==> src/rtl/clkdiv_stop_pkg.sv <==
package clkdiv_stop_pkg;

    localparam int CTRL_W    = 32;
    localparam int DIV_W     = 6;
    localparam int STOP_BIT  = 8;
    localparam int SEL_MAX_W = 4;

    typedef logic [DIV_W-1:0]     div_t;
    typedef logic [SEL_MAX_W-1:0] sel_t;

    typedef struct packed {
        logic run;
        sel_t sel;
        div_t div_n;
    } cfg_t;

    function automatic logic [CTRL_W-1:0] ctrl_reset_value();
        logic [CTRL_W-1:0] v;
        v = '0;
        v[STOP_BIT]    = 1'b1;
        v[DIV_W-1:0]   = '1;
        return v;
    endfunction

    // Number of parent ticks the output stays high for a field value n.
    function automatic logic [DIV_W:0] high_ticks(input div_t n);
        logic [DIV_W:0] ratio;
        ratio = {1'b0, n} + 1'b1;
        return ratio >> 1;
    endfunction

endpackage

==> src/rtl/clkdiv_stop_ctrl.sv <==
module clkdiv_stop_ctrl
    import clkdiv_stop_pkg::*;
#(
    parameter int SEL_LSB = 12,
    parameter int SEL_W   = 2,
    parameter int NUM_SRC = 3
) (
    input  logic              clk,
    input  logic              rst,
    input  logic              wr_en,
    input  logic [CTRL_W-1:0] wr_data,
    input  logic              rd_en,
    output logic [CTRL_W-1:0] rd_data,
    output cfg_t              req,
    output logic              req_sel_ok
);

    logic [CTRL_W-1:0] ctrl_q;
    logic [CTRL_W-1:0] rd_q;
    logic              stop_q;

    always_ff @(posedge clk) begin
        if (rst) begin
            ctrl_q <= ctrl_reset_value();
            stop_q <= 1'b1;
            rd_q   <= '0;
        end else begin
            if (wr_en) begin
                ctrl_q <= wr_data;
                if (!wr_data[STOP_BIT]) begin
                    stop_q <= 1'b0;
                end else if (wr_data[DIV_W-1:0] != '0) begin
                    stop_q <= 1'b1;
                end
            end
            if (rd_en) begin
                rd_q <= ctrl_q;
            end
        end
    end

    always_comb begin
        req.div_n  = ctrl_q[DIV_W-1:0];
        req.sel    = SEL_MAX_W'(ctrl_q[SEL_LSB +: SEL_W]);
        req.run    = !stop_q;
        req_sel_ok = (int'(req.sel) < NUM_SRC);
    end

    assign rd_data = rd_q;

endmodule

==> src/rtl/clkdiv_stop_mux.sv <==
module clkdiv_stop_mux
    import clkdiv_stop_pkg::*;
#(
    parameter int NUM_SRC = 3
) (
    input  logic [NUM_SRC-1:0] tick_in,
    input  sel_t               sel,
    output logic               tick_out
);

    logic [NUM_SRC-1:0] hit;

    for (genvar i = 0; i < NUM_SRC; i++) begin : g_src
        assign hit[i] = tick_in[i] & (sel == SEL_MAX_W'(i));
    end

    assign tick_out = |hit;

endmodule

==> src/rtl/clkdiv_stop_core.sv <==
module clkdiv_stop_core
    import clkdiv_stop_pkg::*;
(
    input  logic clk,
    input  logic rst,
    input  cfg_t req,
    input  logic req_sel_ok,
    input  logic tick,
    output cfg_t act,
    output div_t cnt,
    output logic clk_out
);

    cfg_t act_q;
    div_t cnt_q;
    logic wrap;

    assign wrap = act_q.run && tick && (cnt_q == act_q.div_n);

    always_ff @(posedge clk) begin
        if (rst) begin
            act_q.run   <= 1'b0;
            act_q.sel   <= '0;
            act_q.div_n <= '1;
            cnt_q       <= '0;
        end else if (!act_q.run || wrap) begin
            act_q.run   <= req.run;
            act_q.div_n <= req.div_n;
            if (req_sel_ok) begin
                act_q.sel <= req.sel;
            end
            cnt_q <= '0;
        end else if (tick) begin
            cnt_q <= cnt_q + 1'b1;
        end
    end

    always_comb begin
        if (!act_q.run) begin
            clk_out = 1'b0;
        end else if (act_q.div_n == '0) begin
            clk_out = tick;
        end else begin
            clk_out = ({1'b0, cnt_q} < high_ticks(act_q.div_n));
        end
    end

    assign act = act_q;
    assign cnt = cnt_q;

endmodule

==> src/rtl/clkdiv_stop.sv <==
module clkdiv_stop
    import clkdiv_stop_pkg::*;
#(
    parameter int NUM_SRC = 3,
    parameter int SEL_LSB = 12,
    parameter int SEL_W   = 2
) (
    input  logic               clk,
    input  logic               rst,
    input  logic               wr_en,
    input  logic [31:0]        wr_data,
    input  logic               rd_en,
    output logic [31:0]        rd_data,
    input  logic [NUM_SRC-1:0] src_tick,
    output logic               div_clk_out
);

    cfg_t req_cfg;
    cfg_t act_cfg;
    div_t cnt_q;
    logic req_sel_ok;
    logic tick_sel;
    logic run_req;

    clkdiv_stop_ctrl #(
        .SEL_LSB (SEL_LSB),
        .SEL_W   (SEL_W),
        .NUM_SRC (NUM_SRC)
    ) u_ctrl (
        .clk        (clk),
        .rst        (rst),
        .wr_en      (wr_en),
        .wr_data    (wr_data),
        .rd_en      (rd_en),
        .rd_data    (rd_data),
        .req        (req_cfg),
        .req_sel_ok (req_sel_ok)
    );

    clkdiv_stop_mux #(
        .NUM_SRC (NUM_SRC)
    ) u_mux (
        .tick_in  (src_tick),
        .sel      (act_cfg.sel),
        .tick_out (tick_sel)
    );

    clkdiv_stop_core u_core (
        .clk        (clk),
        .rst        (rst),
        .req        (req_cfg),
        .req_sel_ok (req_sel_ok),
        .tick       (tick_sel),
        .act        (act_cfg),
        .cnt        (cnt_q),
        .clk_out    (div_clk_out)
    );

    assign run_req = req_cfg.run;

endmodule

==> config.mk <==
export PLATFORM = sky130hd
export DESIGN_NAME = clkdiv_stop
export DESIGN_NICKNAME = d
export VERILOG_FILES = /design/src/rtl/clkdiv_stop_pkg.sv /design/src/rtl/clkdiv_stop_ctrl.sv /design/src/rtl/clkdiv_stop_mux.sv /design/src/rtl/clkdiv_stop_core.sv /design/src/rtl/clkdiv_stop.sv
export SDC_FILE = /design/constraint.sdc
export NUM_CORES = 1
export LEC_CHECK = 0
export CORE_UTILIZATION = 35
export DETAILED_ROUTE_END_ITERATION = 8
export PLACE_DENSITY_LB_ADDON = 0.08
export SLEW_MARGIN = 20
export SYNTH_ARGS = -nofsm -noshare
export SYNTH_HDL_FRONTEND = slang
export SYNTH_SLANG_ARGS = --single-unit
==> constraint.sdc <==
create_clock -name clk -period 2.9 [get_ports clk]
set_input_delay 0.58 -clock clk [delete_from_list [all_inputs] [get_ports clk]]
set_output_delay 0.58 -clock clk [all_outputs]
set_load 0.005 [all_outputs]
---- Yosys cells after proc, flatten, opt, wreduce, memory -nomap -nowiden ----
Cells that the tools add are included.
word-level totals
  register bits ........................... 80
  input bits .............................. 39
  output and inout bits ................... 33
  logic and storage cells ................. 34
cells by class
  add/sub/neg operators ................... 2
  $lt $le $gt $ge ......................... 2
  equal/unequal tests ..................... 4
  multiplexer cells ....................... 4
  bitwise logic cells ..................... 3
  reduce and logical (&&, ||, !) cells .... 12
operators with widths
  kind                                                    number
  adder 6 x 1 -> 7 bit (second input constant)            1
  adder 6 x 1 -> 6 bit (second input constant)            1
  == test 6 bit                                           1
  zero test 6 bit                                         1
  < comparator 6 bit                                      1
  nonzero test 6 bit                                      1
  zero test 4 bit                                         1
  two-way mux 1 bit                                       4
  AND reduction 2 bit                                     2
  AND 1 bit                                               3
  OR reduction 3 bit                                      1
  == test 2 x 1 -> 1 bit (second input constant)          1
  == test 2 bit (second input constant)                   1
  logical AND 1 bit                                       2
  zero test 1 bit                                         2
  < comparator 2 bit (second input constant)              1
  inequality test 2 x 1 -> 1 bit (second input constant)  1
  OR reduction 2 bit                                      1
  logical OR 1 bit                                        1

---- Logic depth before layout (Yosys ltp) ----
Gate-level depths: netlist of the first run.
  depth in word-level cells ............... 7
  gate-level depth with buffers ........... 10
  gate-level depth less buffers ........... 9

---- Modules after synthesis ----
A second synthesis of the first run with hierarchy kept.
unflattened totals
  cell total of the unflattened synthesis .. 344
  area total of the unflattened synthesis .. 3,460.8 µm²
by module, submodules not included
  module            times used  cells each  area an instance (µm²)  seq. area each (µm²)
  clkdiv_stop_ctrl  1           226         2,444.8                 1,301.2
  clkdiv_stop_core  1           114         980.9                   340.3
  clkdiv_stop_mux   1           4           35.0                    0.0

---- Worst setup path before layout of the first run ----
Ideal clock, no wire load.
  path type ............................... reg-to-output
  from .................................... register u_core.act_q, in the netlist u_core.act[3]
  to ...................................... output port div_clk_out
  data arrival time ....................... 1.700 ns
  required time ........................... 2.320 ns
  path slack .............................. 0.620 ns
  cell stages (with the launch flop) ...... 10
  buffers on the path ..................... 0
  path through ............................ dfxtp_1 -> and3_1 -> nand3_1 -> xor2_1 -> ha_1 -> a21o_1 -> a21oi_1 -> o21ai_0 -> a21oi_1 -> o21a_1
on the way
  cells in the longest elaborated chain, start to end .. 4
  elaborated cells on any way between the ends .. 5
  classes of those cells .................. 1 x add/sub; 1 x order compare; 2 x mux; 1 x reduce/logical
ends and longest elaborated chain
  what                   line                    RTL
  from (decl)            clkdiv_stop_core.sv:14  cfg_t act_q;
  adder 6 x 1 -> 7 bit   clkdiv_stop_pkg.sv:28   ratio = {1'b0, n} + 1'b1;
  < comparator 6 bit     clkdiv_stop_core.sv:44  clk_out = ({1'b0, cnt_q} < high_ticks(act_q.div_n));
  two-way mux 1 bit (*)  clkdiv_stop_core.sv:41  end else if (act_q.div_n == '0) begin
  two-way mux 1 bit (*)  clkdiv_stop_core.sv:39  if (!act_q.run) begin
  to (decl)              clkdiv_stop.sv:15       output logic div_clk_out
Every way passes the cells marked *; elsewhere a longest branch is shown, timed or not.

---- Worst setup path in the final report of the first run ----
  from .................................... register u_core.act_q, in the netlist u_core.act[4]
  to ...................................... output port div_clk_out
Same word-level chain as after synthesis.

==> metrics, run 1 <==
status finished, final reports clean; initial antenna violation count 0; DRC Markers 0; CP required roughly 2.3 ns; Num CTS Buffers 9; Leak 1.817 nW; first-pass GRT wire length 11.43 mm; GPL Wtd Cong 0.7829; Yosys warnings 0; Least-Margin Pin Slew 0.5537 ns; clock root buffer master clkbuf_8; Via-to-Cell Ratio 4.801; CTS tree yes; share of cells above drive strength 1 0.1013; num ports 72; RSZ-0062 raised after global routing no; Layout Nets 438; syn nets 364; per-cell routed wire length 13.63 um; area of the core a little under 9000 um^2; Vias 2415; Reg clk slew, reported paths around 0.08 ns; Final Hold Violating Endpoints 0; max-slew violations 0; DP Cell Count 486; Initial Utilization 0.3646; post-route setup TNS 0 ns; Die Ht around 98 um; Syn Std Cell Area roughly 3200 um^2; CP endpoint kind primary output; Post-synth EDFFs 0; switching pwr ~570 uW; Synth area leaders dfxtp_1, mux2i_1, nor2_1; HP Start u_ctrl.stop_q; diode count 0; global-route usage over all layers 0.1515; final WL 6.857 mm; Peak supply drop 0.2474 mV; skew final around 0.0053 ns; WS Path Type flip-flop to primary output; vias in the first global route about 2300; CP arrival roughly 2.1 ns; FILL cells 855; DRT Pass-1 Iters 4; HP Class flip-flop to flip-flop; Tcrit/Tclk final 0.9352; final hold slack ~0.43 ns; flop2flop setup slack 0.87 ns; Comb pwr share 0.126; average size of a mapped cell 10.08 um^2; cell-internal power 1.904 mW; Port Buf Inserts 71; Min Clock Period, post-route ~2.7 ns; Primary FF master, synth dfxtp_1; die footprint 9516 um^2; crit path launch type flip-flop; register area share after synthesis 0.5012; area leader, netlist dfxtp_1; # setup viols final 0; MaxCap Viol Count 0; clk sinks 80; top-area cell type share of the netlist area 0.5012; Post-CTS Hold Buffers 0; #FFs+latches synth 80; Worst slew margin 0.6309; DRT antenna net count 0; num rows 34; CTS H-tree depth 3; post-DP HPWL 4.729 mm; switch share 0.2296; fmax 368.7 MHz; Critical Path Fanout Max 2; fin cells around 500; 1st-iter DRT viols 59; Async SR Flop Fraction 0; sequential power share 0.482; Area Overhead vs Synth 33.75%; Crit Reg-Reg Startpoint u_core.act[2]; largest net degree at the start of global routing 30; Skew-Pair Late Insertion Delay roughly 0.34 ns; grt ovf 0; PwrDens 578.2 nW/um^2; Bufs on Longest Clock Path 2; synthesized instance count 317; Die X 97.55 um; Clk network pwr share 0.392; Distinct cells, synth 32; CP Launch Point u_core.act[4]
cell usage in the layout (no fill, tap or decap), drive strengths merged, types with 8 or more instances in the layout:
| cell | Yosys | final |
|---|---|---|
| nor2 | 70 | 70 |
| clkdlybuf4s50 | 0 | 67 |
| buf | 12 | 15 |
| xor2 | 9 | 9 |
| a211o | 8 | 8 |
| a21oi | 11 | 11 |
| clkbuf | 8 | 11 |
| ha | 8 | 8 |
| dfxtp | 80 | 80 |
| mux2i | 58 | 58 |
cells in the mapped netlist (all sizes together) (4+ instances only):
master	n
dfxtp	80
nor2	70
mux2i	58
buf	12
a21oi	11
xor2	9
a211o	8
clkbuf	8
ha	8
nor2b	7
xnor2	6
inv	4
nand2	4
nand3	4
nand4	4
nor3	4
metrics by stage:
step / setup slack (ns) / power [mW] / util / instance area [um^2]
floorplan: 0.6200 / 1.385 / - / 3196
global placement: 0.1527 / 1.520 / 0.4586 / 4019
detailed placement: 0.1304 / 1.524 / 0.4586 / 4019
CTS: 0.03851 / 2.510 / 0.4873 / 4270
global route: 0.02591 / 2.591 / 0.4877 / 4274
finish: 0.1878 / 2.471 / 0.4877 / 4274
critical path, stage by stage, from the launching register on:
cell and delay [ns]:
dfxtp_2 0.33, and3_4 0.19, nand3_1 0.09, xor2_1 0.16
ha_1 0.29, a21o_1 0.17, a21oi_1 0.13, o21ai_1 0.08
a21oi_1 0.12, o21a_1 0.13, clkbuf_2 0.10
registers in the layout (all words and copies together), names as in the netlist:
signal,count
u_core.act,9
u_core.cnt,6
u_ctrl.ctrl_q,32
u_ctrl.rd_data,32
u_ctrl.stop_q,1
cells by family after synthesis:
kind of cell | synth area share
buffers and inverters | 0.03445
multiplexers | 0.1817
AO/OA/AOI/OAI | 0.07321
adder cells (fa/ha/maj) | 0.03132
XOR/XNOR | 0.04111
AND/OR/NAND/NOR | 0.1370
flip-flops | 0.5012
cell type report:
| cell class | instances | area (um^2) | share of cell area |
|---|---|---|---|
| multi-input cells | 213 | 1489 | 0.3484 |
| well taps | 108 | 135.1 | 0.03162 |
| repair buffers | 83 | 793.3 | 0.1856 |
| clock inverters | 5 | 106.4 | 0.02488 |
| clock buffers | 10 | 127.6 | 0.02986 |
| flip-flops and latches | 80 | 1608 | 0.3762 |
| inverters | 4 | 15.01 | 0.003513 |
path summary, 6_finish.rpt:
path               endpoint  depth (start not counted)
max             div_clk_out                         10
min          u_core.act[10]                          1
max reg2reg   u_core.act[0]                          7
min reg2reg  u_core.act[10]                          1
power groups by stage:
stage,logic (mW),registers (mW),clock network (mW)
3_3_place_gp,0.305,1.22,0
3_5_place_dp,0.307,1.22,0
4_1_cts,0.315,1.19,1.00
5_1_grt,0.346,1.20,1.04
6_report,0.311,1.19,0.968
2_1_floorplan,0.174,1.21,0
metal layers:
layer / GRT usage / vias up / part of all wire
met4: 0.07466 / 0 / 0.022
met2: 0.2270 / 52 / 0.44
met1: 0.1952 / 1123 / 0.47
li1: - / 1229 / -
met5: 0 / - / 0
met3: 0.04892 / 11 / 0.063
what timing repair did:
item                                    in CTS  in global routing
endpoints found under the hold margin        0                  0
pin swaps                                    1                  2
setup buffers                                1                  1
resized for setup                            8                  2
endpoints found under the setup margin       1                  1
gates cloned                                 0                  0
Power figures use the tool's default switching activity.
==> inputs of run 2 (changes only) <==
- PLACE_DENSITY_LB_ADDON: 0.08 -> not set
- SKIP_LAST_GASP: not set -> 1
==> metrics, run 2 (synthesis results as in run 1) <==
Tcrit/Tclk final 0.9207; DR WL met2 about 3 mm; largest net degree at the start of global routing 35; fmax 374.5 MHz; global-route usage over all layers 0.1486; commonest non-fill, non-tap cell in the layout dfxtp_1; Die Ht about 100 um; CP required about 2.3 ns; vias in the first global route 2398; num rows 34; Worst slew margin 0.6034; Util after Layout 0.4867; per-cell routed wire length 13.25 um; Reg2Reg Depth 8; WS Path Type flip-flop to primary output; die footprint roughly 9500 um^2; max-slew violations 0; Area Overhead vs Synth 33.48%; Crit. path cell count 10; most frequent cells in the layout dfxtp_1, nor2_1, clkdlybuf4s50_1; clock root buffer master clkbuf_8; Skew-Pair Late Insertion Delay 0.34 ns; CP cell instances buf_4 > buf_4 > nand3_1 > xor2_1 > ha_1 > o2111ai_1 > o21ai_1 > a21oi_1 > o21a_1 > clkbuf_2; Vias 2353; clk sinks 80; final WL 6.665 mm; area of the core 8763 um^2; 1st-iter DRT viols 62; Peak supply drop 0.2692 mV; Leak 1.803 nW; crit path launch type flip-flop; Crit Reg-Reg Startpoint u_core.act[2]; Num CTS Buffers 9; post-route setup TNS 0 ns; Reg clk slew, reported paths 0.08 ns; CP arrival ~2.1 ns; DR top layer met4; status finished, final reports clean; post-DP HPWL 4.599 mm; MaxCap Viol Count 0; Final Hold Violating Endpoints 0; Initial Utilization 0.3646; num ports just over 70; Post-CTS Hold Buffers 0; CTS tree yes; CP Launch Point u_core.act[2]; share of cells above drive strength 1 0.1089; CP most frequent cell buf_4; skew final 0.01244 ns; Bufs on Longest Clock Path 2; CP max-delay cell dfxtp_2; grt ovf 0; flop2flop setup slack 0.92 ns; CTS H-tree depth 3; Via-to-Cell Ratio between 4 and 5; HP Class flip-flop to flip-flop; Min Clock Period, post-route 2.670 ns; Post-Route M1 WL slightly above 3 mm; Met3 Wirelength 554 um; first-pass GRT wire length approximately 11 mm; DRC Markers 0; GPL Wtd Cong between 0.7 and 0.8; DRT Pass-1 Iters 4; max incr delay on CP 0.32 ns; CP endpoint kind primary output; RSZ-0062 raised after global routing no; DRT antenna net count 0; initial antenna violation count 0; Layout Nets 437; Least-Margin Pin Slew 0.5950 ns; WP buf/inv 3; worst reg2reg path endpoint u_core.cnt[4]; # setup viols final 0; Port Buf Inserts 71; Die X 97.55 um; CP top delay family compound AO/OA/AOI/OAI gates; Critical Path Fanout Max 6; diode count 0; CP Capture Point div_clk_out; PwrDens 561.9 nW/um^2
## run 2: final cells by class
type | instances | area (um^2)
Fill cell | 853 | 4498
Sequential cell | 80 | 1610
Multi-Input combinational cell | 213 | 1500
Timing Repair Buffer | 82 | 785.8
Tap cell | 108 | 135.1
Clock buffer | 10 | 127.6
Clock inverter | 6 | 91.34
Inverter | 4 | 15.01
## run 2: per-stage QoR
step | worst slack, ns | instances | cell area [um^2] | power, mW | hold WS (ns)
after global routing | 0.09222 | 503 | 4265 | 2.520 | 0.4480
final | 0.2300 | 503 | 4265 | 2.397 | 0.4325
after detailed placement | 0.1239 | 485 | 4011 | 1.523 | 0.4197
after global placement | 0.1900 | 485 | 4011 | 1.519 | 0.4208
after floorplan | 0.6200 | 317 | 3196 | 1.385 | 0.4088
after CTS | 0.04925 | 502 | 4245 | 2.429 | 0.4325
## run 2: routing by layer
metal | track usage | vias up
met2 | 0.2361 | 50
met1 | 0.1768 | 1070
met5 | 0 | -
met4 | 0.05769 | 0
li1 | - | 1224
met3 | 0.06331 | 9
## run 2: how the worst min path moves through the flow
stage                  startpoint             end  slack [ns]  cells past startpoint
finish              u_ctrl.stop_q  u_core.act[10]        0.43                      1
global route        u_ctrl.stop_q  u_core.act[10]        0.45                      1
CTS                 u_ctrl.stop_q  u_core.act[10]        0.43                      1
detailed placement  u_ctrl.stop_q  u_core.act[10]        0.42                      1
global placement    u_ctrl.stop_q  u_core.act[10]        0.42                      1
floorplan           u_ctrl.stop_q  u_core.act[10]        0.41                      1
## run 2: timing repair
item | in CTS | in global routing
gates resized for setup | 6 | 8
cloned | 0 | 0
pin swaps | 2 | 4
setup endpoints to repair | 1 | 1
buffers inserted | 1 | 1
## run 2: power by group
| group | internal [mW] | total (mW) | switching (mW) |
|---|---|---|---|
| logic | 0.180 | 0.315 | 0.135 |
| registers | 1.16 | 1.19 | 0.0352 |
| clock network | 0.488 | 0.891 | 0.404 |
| total | 1.82 | 2.40 | 0.573 |
